<file path="src/rtl/ppd_pkg.sv">
package ppd_pkg;
    typedef enum logic [1:0] {
        ST_HUNT    = 2'd0,
        ST_PAYLOAD = 2'd1,
        ST_EMIT    = 2'd2
    } dec_state_e;
endpackage

</file>
<file path="src/rtl/ppd_edge_sync.sv">
module ppd_edge_sync (
    input  logic clk,
    input  logic rst_n,
    input  logic rx_in,
    output logic rise
);
    logic meta_q, sync_q, prev_q;

    always_ff @(posedge clk) begin
        if (!rst_n) begin
            meta_q <= 1'b0;
            sync_q <= 1'b0;
            prev_q <= 1'b0;
        end else begin
            meta_q <= rx_in;
            sync_q <= meta_q;
            prev_q <= sync_q;
        end
    end

    assign rise = sync_q & ~prev_q;
endmodule

</file>
<file path="src/rtl/ppd_gap_timer.sv">
module ppd_gap_timer #(
    parameter int CNT_W = 16
) (
    input  logic             clk,
    input  logic             rst_n,
    input  logic             rise,
    input  logic [CNT_W-1:0] cfg_glitch,
    input  logic [CNT_W-1:0] cfg_split,
    input  logic [CNT_W-1:0] cfg_timeout,
    output logic             sym_valid,
    output logic             sym_bit,
    output logic             abort
);
    localparam logic [CNT_W-1:0] ONE = CNT_W'(1);

    logic             armed;
    logic [CNT_W-1:0] gap_cnt;

    always_ff @(posedge clk) begin
        if (!rst_n) begin
            armed     <= 1'b0;
            gap_cnt   <= '0;
            sym_valid <= 1'b0;
            sym_bit   <= 1'b0;
            abort     <= 1'b0;
        end else begin
            sym_valid <= 1'b0;
            abort     <= 1'b0;
            if (rise) begin
                if (!armed) begin
                    armed   <= 1'b1;
                    gap_cnt <= ONE;
                end else if (gap_cnt >= cfg_timeout) begin
                    abort   <= 1'b1;
                    gap_cnt <= ONE;
                end else if (gap_cnt < cfg_glitch) begin
                    gap_cnt <= gap_cnt + ONE;      // noise edge: keep measuring
                end else begin
                    sym_valid <= 1'b1;
                    sym_bit   <= (gap_cnt >= cfg_split);
                    gap_cnt   <= ONE;
                end
            end else if (armed) begin
                if (gap_cnt >= cfg_timeout) begin
                    abort <= 1'b1;
                    armed <= 1'b0;
                end else begin
                    gap_cnt <= gap_cnt + ONE;
                end
            end
        end
    end

    // a timeout never coincides with a decoded symbol
    assert_sym_not_abort_R3: assert property (@(posedge clk) disable iff (!rst_n)
        sym_valid |-> !abort);
endmodule

</file>
<file path="src/rtl/ppd_frame_asm.sv">
module ppd_frame_asm
    import ppd_pkg::*;
#(
    parameter int FRAME_BITS = 46,
    parameter int PRE_BITS   = 4
) (
    input  logic                  clk,
    input  logic                  rst_n,
    input  logic                  sym_valid,
    input  logic                  sym_bit,
    input  logic                  abort,
    output logic                  frame_valid,
    output logic [FRAME_BITS-1:0] frame_data
);
    localparam int BW = $clog2(FRAME_BITS + 1);
    localparam int OW = $clog2(PRE_BITS + 1);
    localparam logic [BW-1:0] LAST_BIT = BW'(FRAME_BITS - 1);
    localparam logic [BW-1:0] PRE_CNT  = BW'(PRE_BITS);
    localparam logic [OW-1:0] LAST_ONE = OW'(PRE_BITS - 1);

    dec_state_e             state, state_nx;
    logic [OW-1:0]          ones_cnt;
    logic [BW-1:0]          bit_cnt;
    logic [FRAME_BITS-1:0]  shreg;

    // state register
    always_ff @(posedge clk) begin
        if (!rst_n) state <= ST_HUNT;
        else        state <= state_nx;
    end

    // transitions
    always_comb begin
        state_nx = state;
        unique case (state)
            ST_HUNT:
                if (sym_valid && sym_bit && ones_cnt == LAST_ONE)
                    state_nx = ST_PAYLOAD;               // preamble found
            ST_PAYLOAD:
                if (abort)
                    state_nx = ST_HUNT;                  // silence timeout
                else if (sym_valid && bit_cnt == LAST_BIT)
                    state_nx = ST_EMIT;                  // frame complete
            ST_EMIT:
                state_nx = ST_HUNT;                      // strobe done
            default:
                state_nx = ST_HUNT;
        endcase
    end

    // outputs and datapath
    always_ff @(posedge clk) begin
        if (!rst_n) begin
            ones_cnt   <= '0;
            bit_cnt    <= '0;
            shreg      <= '0;
            frame_data <= '0;
        end else begin
            unique case (state)
                ST_HUNT: begin
                    if (abort || (sym_valid && !sym_bit)) begin
                        ones_cnt <= '0;
                    end else if (sym_valid) begin
                        if (ones_cnt == LAST_ONE) begin
                            ones_cnt <= '0;
                            shreg    <= '1;
                            bit_cnt  <= PRE_CNT;
                        end else begin
                            ones_cnt <= ones_cnt + OW'(1);
                        end
                    end
                end
                ST_PAYLOAD: begin
                    if (sym_valid) begin
                        shreg   <= {shreg[FRAME_BITS-2:0], sym_bit};
                        bit_cnt <= bit_cnt + BW'(1);
                        if (bit_cnt == LAST_BIT)
                            frame_data <= {shreg[FRAME_BITS-2:0], sym_bit};
                    end
                end
                ST_EMIT: begin
                    ones_cnt <= '0;
                end
                default: ;
            endcase
        end
    end

    assign frame_valid = (state == ST_EMIT);

    assert_strobe_single_R6: assert property (@(posedge clk) disable iff (!rst_n)
        frame_valid |=> !frame_valid);
    assert_data_held_R6: assert property (@(posedge clk) disable iff (!rst_n)
        (frame_data != $past(frame_data)) |-> frame_valid);
    assert_preamble_ones_R4: assert property (@(posedge clk) disable iff (!rst_n)
        frame_valid |-> (frame_data[FRAME_BITS-1 -: PRE_BITS] == '1));
endmodule

</file>
<file path="src/rtl/ppd_repeat_check.sv">
module ppd_repeat_check #(
    parameter int FRAME_BITS = 46,
    parameter int BURST_IDLE = 50000
) (
    input  logic                  clk,
    input  logic                  rst_n,
    input  logic                  frame_valid,
    input  logic [FRAME_BITS-1:0] frame_data,
    output logic                  frame_confirmed
);
    localparam int IW = $clog2(BURST_IDLE + 1);
    localparam logic [IW-1:0] IDLE_LIM = IW'(BURST_IDLE);

    logic [FRAME_BITS-1:0] prev_q;
    logic                  have_prev, burst_done;
    logic [IW-1:0]         idle_cnt;
    logic                  same;

    assign same = have_prev && (frame_data == prev_q);

    always_ff @(posedge clk) begin
        if (!rst_n) begin
            prev_q          <= '0;
            have_prev       <= 1'b0;
            burst_done      <= 1'b0;
            idle_cnt        <= '0;
            frame_confirmed <= 1'b0;
        end else begin
            frame_confirmed <= 1'b0;
            if (frame_valid) begin
                frame_confirmed <= same && !burst_done;
                burst_done      <= same;
                prev_q          <= frame_data;
                have_prev       <= 1'b1;
                idle_cnt        <= '0;
            end else if (have_prev) begin
                if (idle_cnt == IDLE_LIM) begin
                    have_prev  <= 1'b0;
                    burst_done <= 1'b0;
                    idle_cnt   <= '0;
                end else begin
                    idle_cnt <= idle_cnt + IW'(1);
                end
            end
        end
    end

    assert_confirm_follows_frame_R7: assert property (@(posedge clk) disable iff (!rst_n)
        frame_confirmed |-> $past(frame_valid));
    assert_confirm_single_R8: assert property (@(posedge clk) disable iff (!rst_n)
        frame_confirmed |=> !frame_confirmed);
endmodule

</file>
<file path="src/rtl/ppd_decoder.sv">
module ppd_decoder #(
    parameter int FRAME_BITS = 46,
    parameter int PRE_BITS   = 4,
    parameter int CNT_W      = 16,
    parameter int BURST_IDLE = 50000
) (
    input  logic                  clk,
    input  logic                  rst_n,
    input  logic                  rx_in,
    input  logic [CNT_W-1:0]      cfg_glitch,
    input  logic [CNT_W-1:0]      cfg_split,
    input  logic [CNT_W-1:0]      cfg_timeout,
    output logic                  frame_valid,
    output logic [FRAME_BITS-1:0] frame_data,
    output logic                  frame_confirmed
);
    logic rise, sym_valid, sym_bit, abort;

    ppd_edge_sync u_sync (
        .clk   (clk),
        .rst_n (rst_n),
        .rx_in (rx_in),
        .rise  (rise)
    );

    ppd_gap_timer #(.CNT_W(CNT_W)) u_timer (
        .clk         (clk),
        .rst_n       (rst_n),
        .rise        (rise),
        .cfg_glitch  (cfg_glitch),
        .cfg_split   (cfg_split),
        .cfg_timeout (cfg_timeout),
        .sym_valid   (sym_valid),
        .sym_bit     (sym_bit),
        .abort       (abort)
    );

    ppd_frame_asm #(.FRAME_BITS(FRAME_BITS), .PRE_BITS(PRE_BITS)) u_asm (
        .clk         (clk),
        .rst_n       (rst_n),
        .sym_valid   (sym_valid),
        .sym_bit     (sym_bit),
        .abort       (abort),
        .frame_valid (frame_valid),
        .frame_data  (frame_data)
    );

    ppd_repeat_check #(.FRAME_BITS(FRAME_BITS), .BURST_IDLE(BURST_IDLE)) u_rep (
        .clk             (clk),
        .rst_n           (rst_n),
        .frame_valid     (frame_valid),
        .frame_data      (frame_data),
        .frame_confirmed (frame_confirmed)
    );
endmodule

</file>
<file path="config.mk">
export PLATFORM = sky130hd
export DESIGN_NAME = ppd_decoder
export DESIGN_NICKNAME = d
export VERILOG_FILES = /design/src/rtl/ppd_pkg.sv /design/src/rtl/ppd_edge_sync.sv /design/src/rtl/ppd_gap_timer.sv /design/src/rtl/ppd_frame_asm.sv /design/src/rtl/ppd_repeat_check.sv /design/src/rtl/ppd_decoder.sv
export SDC_FILE = /design/constraint.sdc
export NUM_CORES = 1
export LEC_CHECK = 0
export BUFFER_PORTS_ARGS = -buffer_cell sky130_fd_sc_hd__buf_2
export CAP_MARGIN = 0
export CELL_PAD_IN_SITES_DETAIL_PLACEMENT = 1
export CELL_PAD_IN_SITES_GLOBAL_PLACEMENT = 1
export CORE_MARGIN = 2
export CORE_UTILIZATION = 30
export CTS_BUF_LIST = sky130_fd_sc_hd__clkbuf_8
export DETAILED_ROUTE_END_ITERATION = 10
export GPL_TIMING_DRIVEN = 1
export HOLD_SLACK_MARGIN = 0.06
export PLACE_DENSITY_LB_ADDON = 0.15
export SETUP_SLACK_MARGIN = 0.3
export SKIP_CTS_REPAIR_TIMING = 1
export SLEW_MARGIN = 20
export SYNTH_ARGS = -nofsm -noshare
export SYNTH_HDL_FRONTEND = slang
export SYNTH_SLANG_ARGS = --single-unit
</file>
<file path="constraint.sdc">
create_clock -name clk -period 5.5 [get_ports clk]
set_input_delay 0 -clock clk [delete_from_list [all_inputs] [get_ports clk]]
set_output_delay 0 -clock clk [all_outputs]
set_load 0.05 [all_outputs]
</file>
==> impl_metrics.tcl <==
set metrics [dict create \
    setup_viol 0 \
    synthArstFlopShare_pct 0 \
    die_area_um2 31200 \
    crit_top_cell "a21oi_1" \
    die_w_um 177 \
    crit_slowest_cell "or4_1" \
    worstSetupStartpointType "flip-flop" \
    ys_seq_elements 190 \
    synth-main-ff-cell "dfxtp_1" \
    portBuffers 98 \
    power_mw 2.44 \
    final.setup.tns_ns 0 \
    cpPeakStageDelay_ns 0.60 \
    n_fill_cell 3603 \
    holdCritPathClass "in2reg" \
    cts_buffer_depth 2 \
    rrSetupSlack_ns 2.58 \
    fin_crit_ns 2.92 \
    routed_wl_um 25800 \
    rows 63 \
    cts_tree "done" \
    arrival_ns 3.32 \
    cts-root-buf "clkbuf_8" \
    antenna_found_initial 0 \
    numCtsBuffers 17 \
    slew_viol_final 0 \
    p_leak_nw 4.06 \
    place_hpwl_um 17500 \
    max_slew_margin_pct 32.6 \
    drt-vias-per-instance 4.90 \
    max-cap-violations 0 \
    synth_area_leaders "dfxtp_1 43%, nand2_1 9.1%, ha_1 7.4%, a21oi_1 7.4%, nor3_1 5.3%" \
    hold_viol_final 0 \
    rsz0062_at_grt "false" \
    synth_top_area_share_pct 42.5 \
    crit_required_ns 5.91 \
    fin_hold_ws_ns 0.261 \
    final_util_pct 34.6 \
    dr.pass1.iters 4 \
    vdd_ir_drop_max_v 0.000132 \
    clk_latency_ns 0.48 \
    powerDensity_nw_per_um2 239 \
    first_iter_violations 297 \
    worst-path-max-fanout 29 \
    grt_use_total_pct 16.9 \
    gr-total-overflow 0 \
    worstPathCellList "ha_1 > a21oi_1 > o21a_1 > a2bb2oi_1 > a31oi_4 > or4_1 > a21oi_1" \
    yosysWarnings 0 \
    diodes 0 \
    clkSlewWorstSetupHoldPaths_ns 0.11 \
    syn_to_final_growth_pct 14.0 \
    worstMarginPinSlew_ns 1.01 \
    die-height_um 177 \
    fmaxAchievable_mhz 343 \
    syn-num-nets 1226 \
    final_common_cell "nand2_1" \
    remaining_drc_errors 0 \
    grt_max_degree 78 \
    core_um2 29500 \
    grt_first_pass_wirelength_um 41900 \
    status "finished, final reports clean" \
    final_cell_mix "217 x nand2_1, 190 x dfxtp_1, 132 x a21oi_1" \
    end_kind "flip-flop" \
    drive_gt1_share_pct 12.8 \
    htreeDepth 4 \
    syn-cell-area_um2 8940 \
    synth_cells 1122 \
    finClkSkew_ns 0.0233 \
    num_io_pins 99 \
    start_util_pct 30.3 \
    ant_nets 0 \
    avgRoutedWirePerCell_um 16.2 \
    synth_cell_types 54 \
    vias 7803 \
    synth-edff-count 0 \
    min_period_over_period_pct 53.0 \
    syn_avg_cell_area_um2 7.97 \
    crit_type "reg2reg" \
    nets 1293 \
    grt_pass1_vias 7715 \
    netlist.top_cell.by_area "dfxtp_1" \
    ys_seq_area_share_pct 42.5 \
    place_congestion 0.715 \
    clock-sinks 190 \
]
-- kinds of logic (layout without fill, tap and decap cells) --
| group | count (synthesis) | count (layout) | share of synthesized area [%] |
|---|---|---|---|
| adders and majority gates | 53 | 53 | 7.42 |
| AOI/OAI and AO/OA | 196 | 196 | 12.9 |
| xor gates and xnor gates | 58 | 58 | 5.68 |
| DFF | 190 | 190 | 42.5 |
| buffers and inverters | 121 | 201 | 5.36 |
| muxes | 1 | 1 | 0.112 |
| and+or+nand+nor | 503 | 503 | 26.0 |
-- sequential cells by signal (all words and copies together) (netlist names), 2 cells and up --
register          count
u_asm.frame_data     46
u_asm.ones_cnt        3
u_asm.state           2
u_asm.shreg          45
u_rep.idle_cnt       16
u_rep.prev_q         46
u_timer.gap_cnt      16
u_asm.bit_cnt         6
-- synth_stat cells, drive strengths merged, types with 13 or more instances --
cell,instances
xnor2,17
dfxtp,190
nand4,26
ha,53
clkbuf,47
xor2,41
nor3,94
inv,61
buf,13
a21oi,132
nor2,87
o21ai,25
nand2,217
nor4,13
-- worst max-delay path, delay by kind of cell (launching register included) --
| kind | cells | cell delay [ns] |
|---|---|---|
| AO/OA/AOI/OAI | 5 | 1.37 |
| AND/OR/NAND/NOR | 1 | 0.60 |
| flip-flops | 1 | 0.53 |
| adder cells (fa/ha/maj) | 1 | 0.31 |
-- where the power goes --
group          internal [mW]  total, mW  switching [mW]
sequential              1.38       1.38         0.00277
combinational         0.0385      0.101          0.0629
clock                  0.362      0.958           0.597
-- path summary, 6_finish.rpt --
check,start,to,cells past startpoint
worst max-delay path,u_timer.gap_cnt[9]$_SDFFE_PN0P_,u_timer.gap_cnt[7]$_SDFFE_PN0P_,7
worst min-delay path,cfg_split[15],u_timer.sym_bit$_SDFFE_PN0P_,7
worst max register to register,u_timer.gap_cnt[9]$_SDFFE_PN0P_,u_timer.gap_cnt[7]$_SDFFE_PN0P_,7
worst min register to register,u_rep.burst_done$_SDFFE_PN0P_,u_rep.frame_confirmed$_SDFF_PN0_,1
-- layout make-up --
type                    instances  area, um^2  share of cell area [%]
repair buffers                108         588                    5.77
flip-flops and latches        190        3800                    37.3
clock inverters                14         164                    1.61
clock buffers                  18         248                    2.43
inverters                      61         231                    2.27
multi-input cells             811        4670                    45.8
well taps                     390         488                    4.79
-- layer usage --
metal | track usage, % | part of all wire [%]
met5 | 0 | 0
met3 | 2.45 | 2.3
met4 | 3.31 | 0.64
met2 | 26.9 | 45
met1 | 24.4 | 52
-- through the flow --
stage	instances	area, um^2	setup WS (ns)
after global routing	1592	10200	2.46
after floorplan	1122	8940	3.20
after detailed placement	1555	9720	2.63
after CTS	1587	10100	2.60
final	1592	10200	2.58
after global placement	1555	9720	2.76
Power figures use the tool's default switching activity.
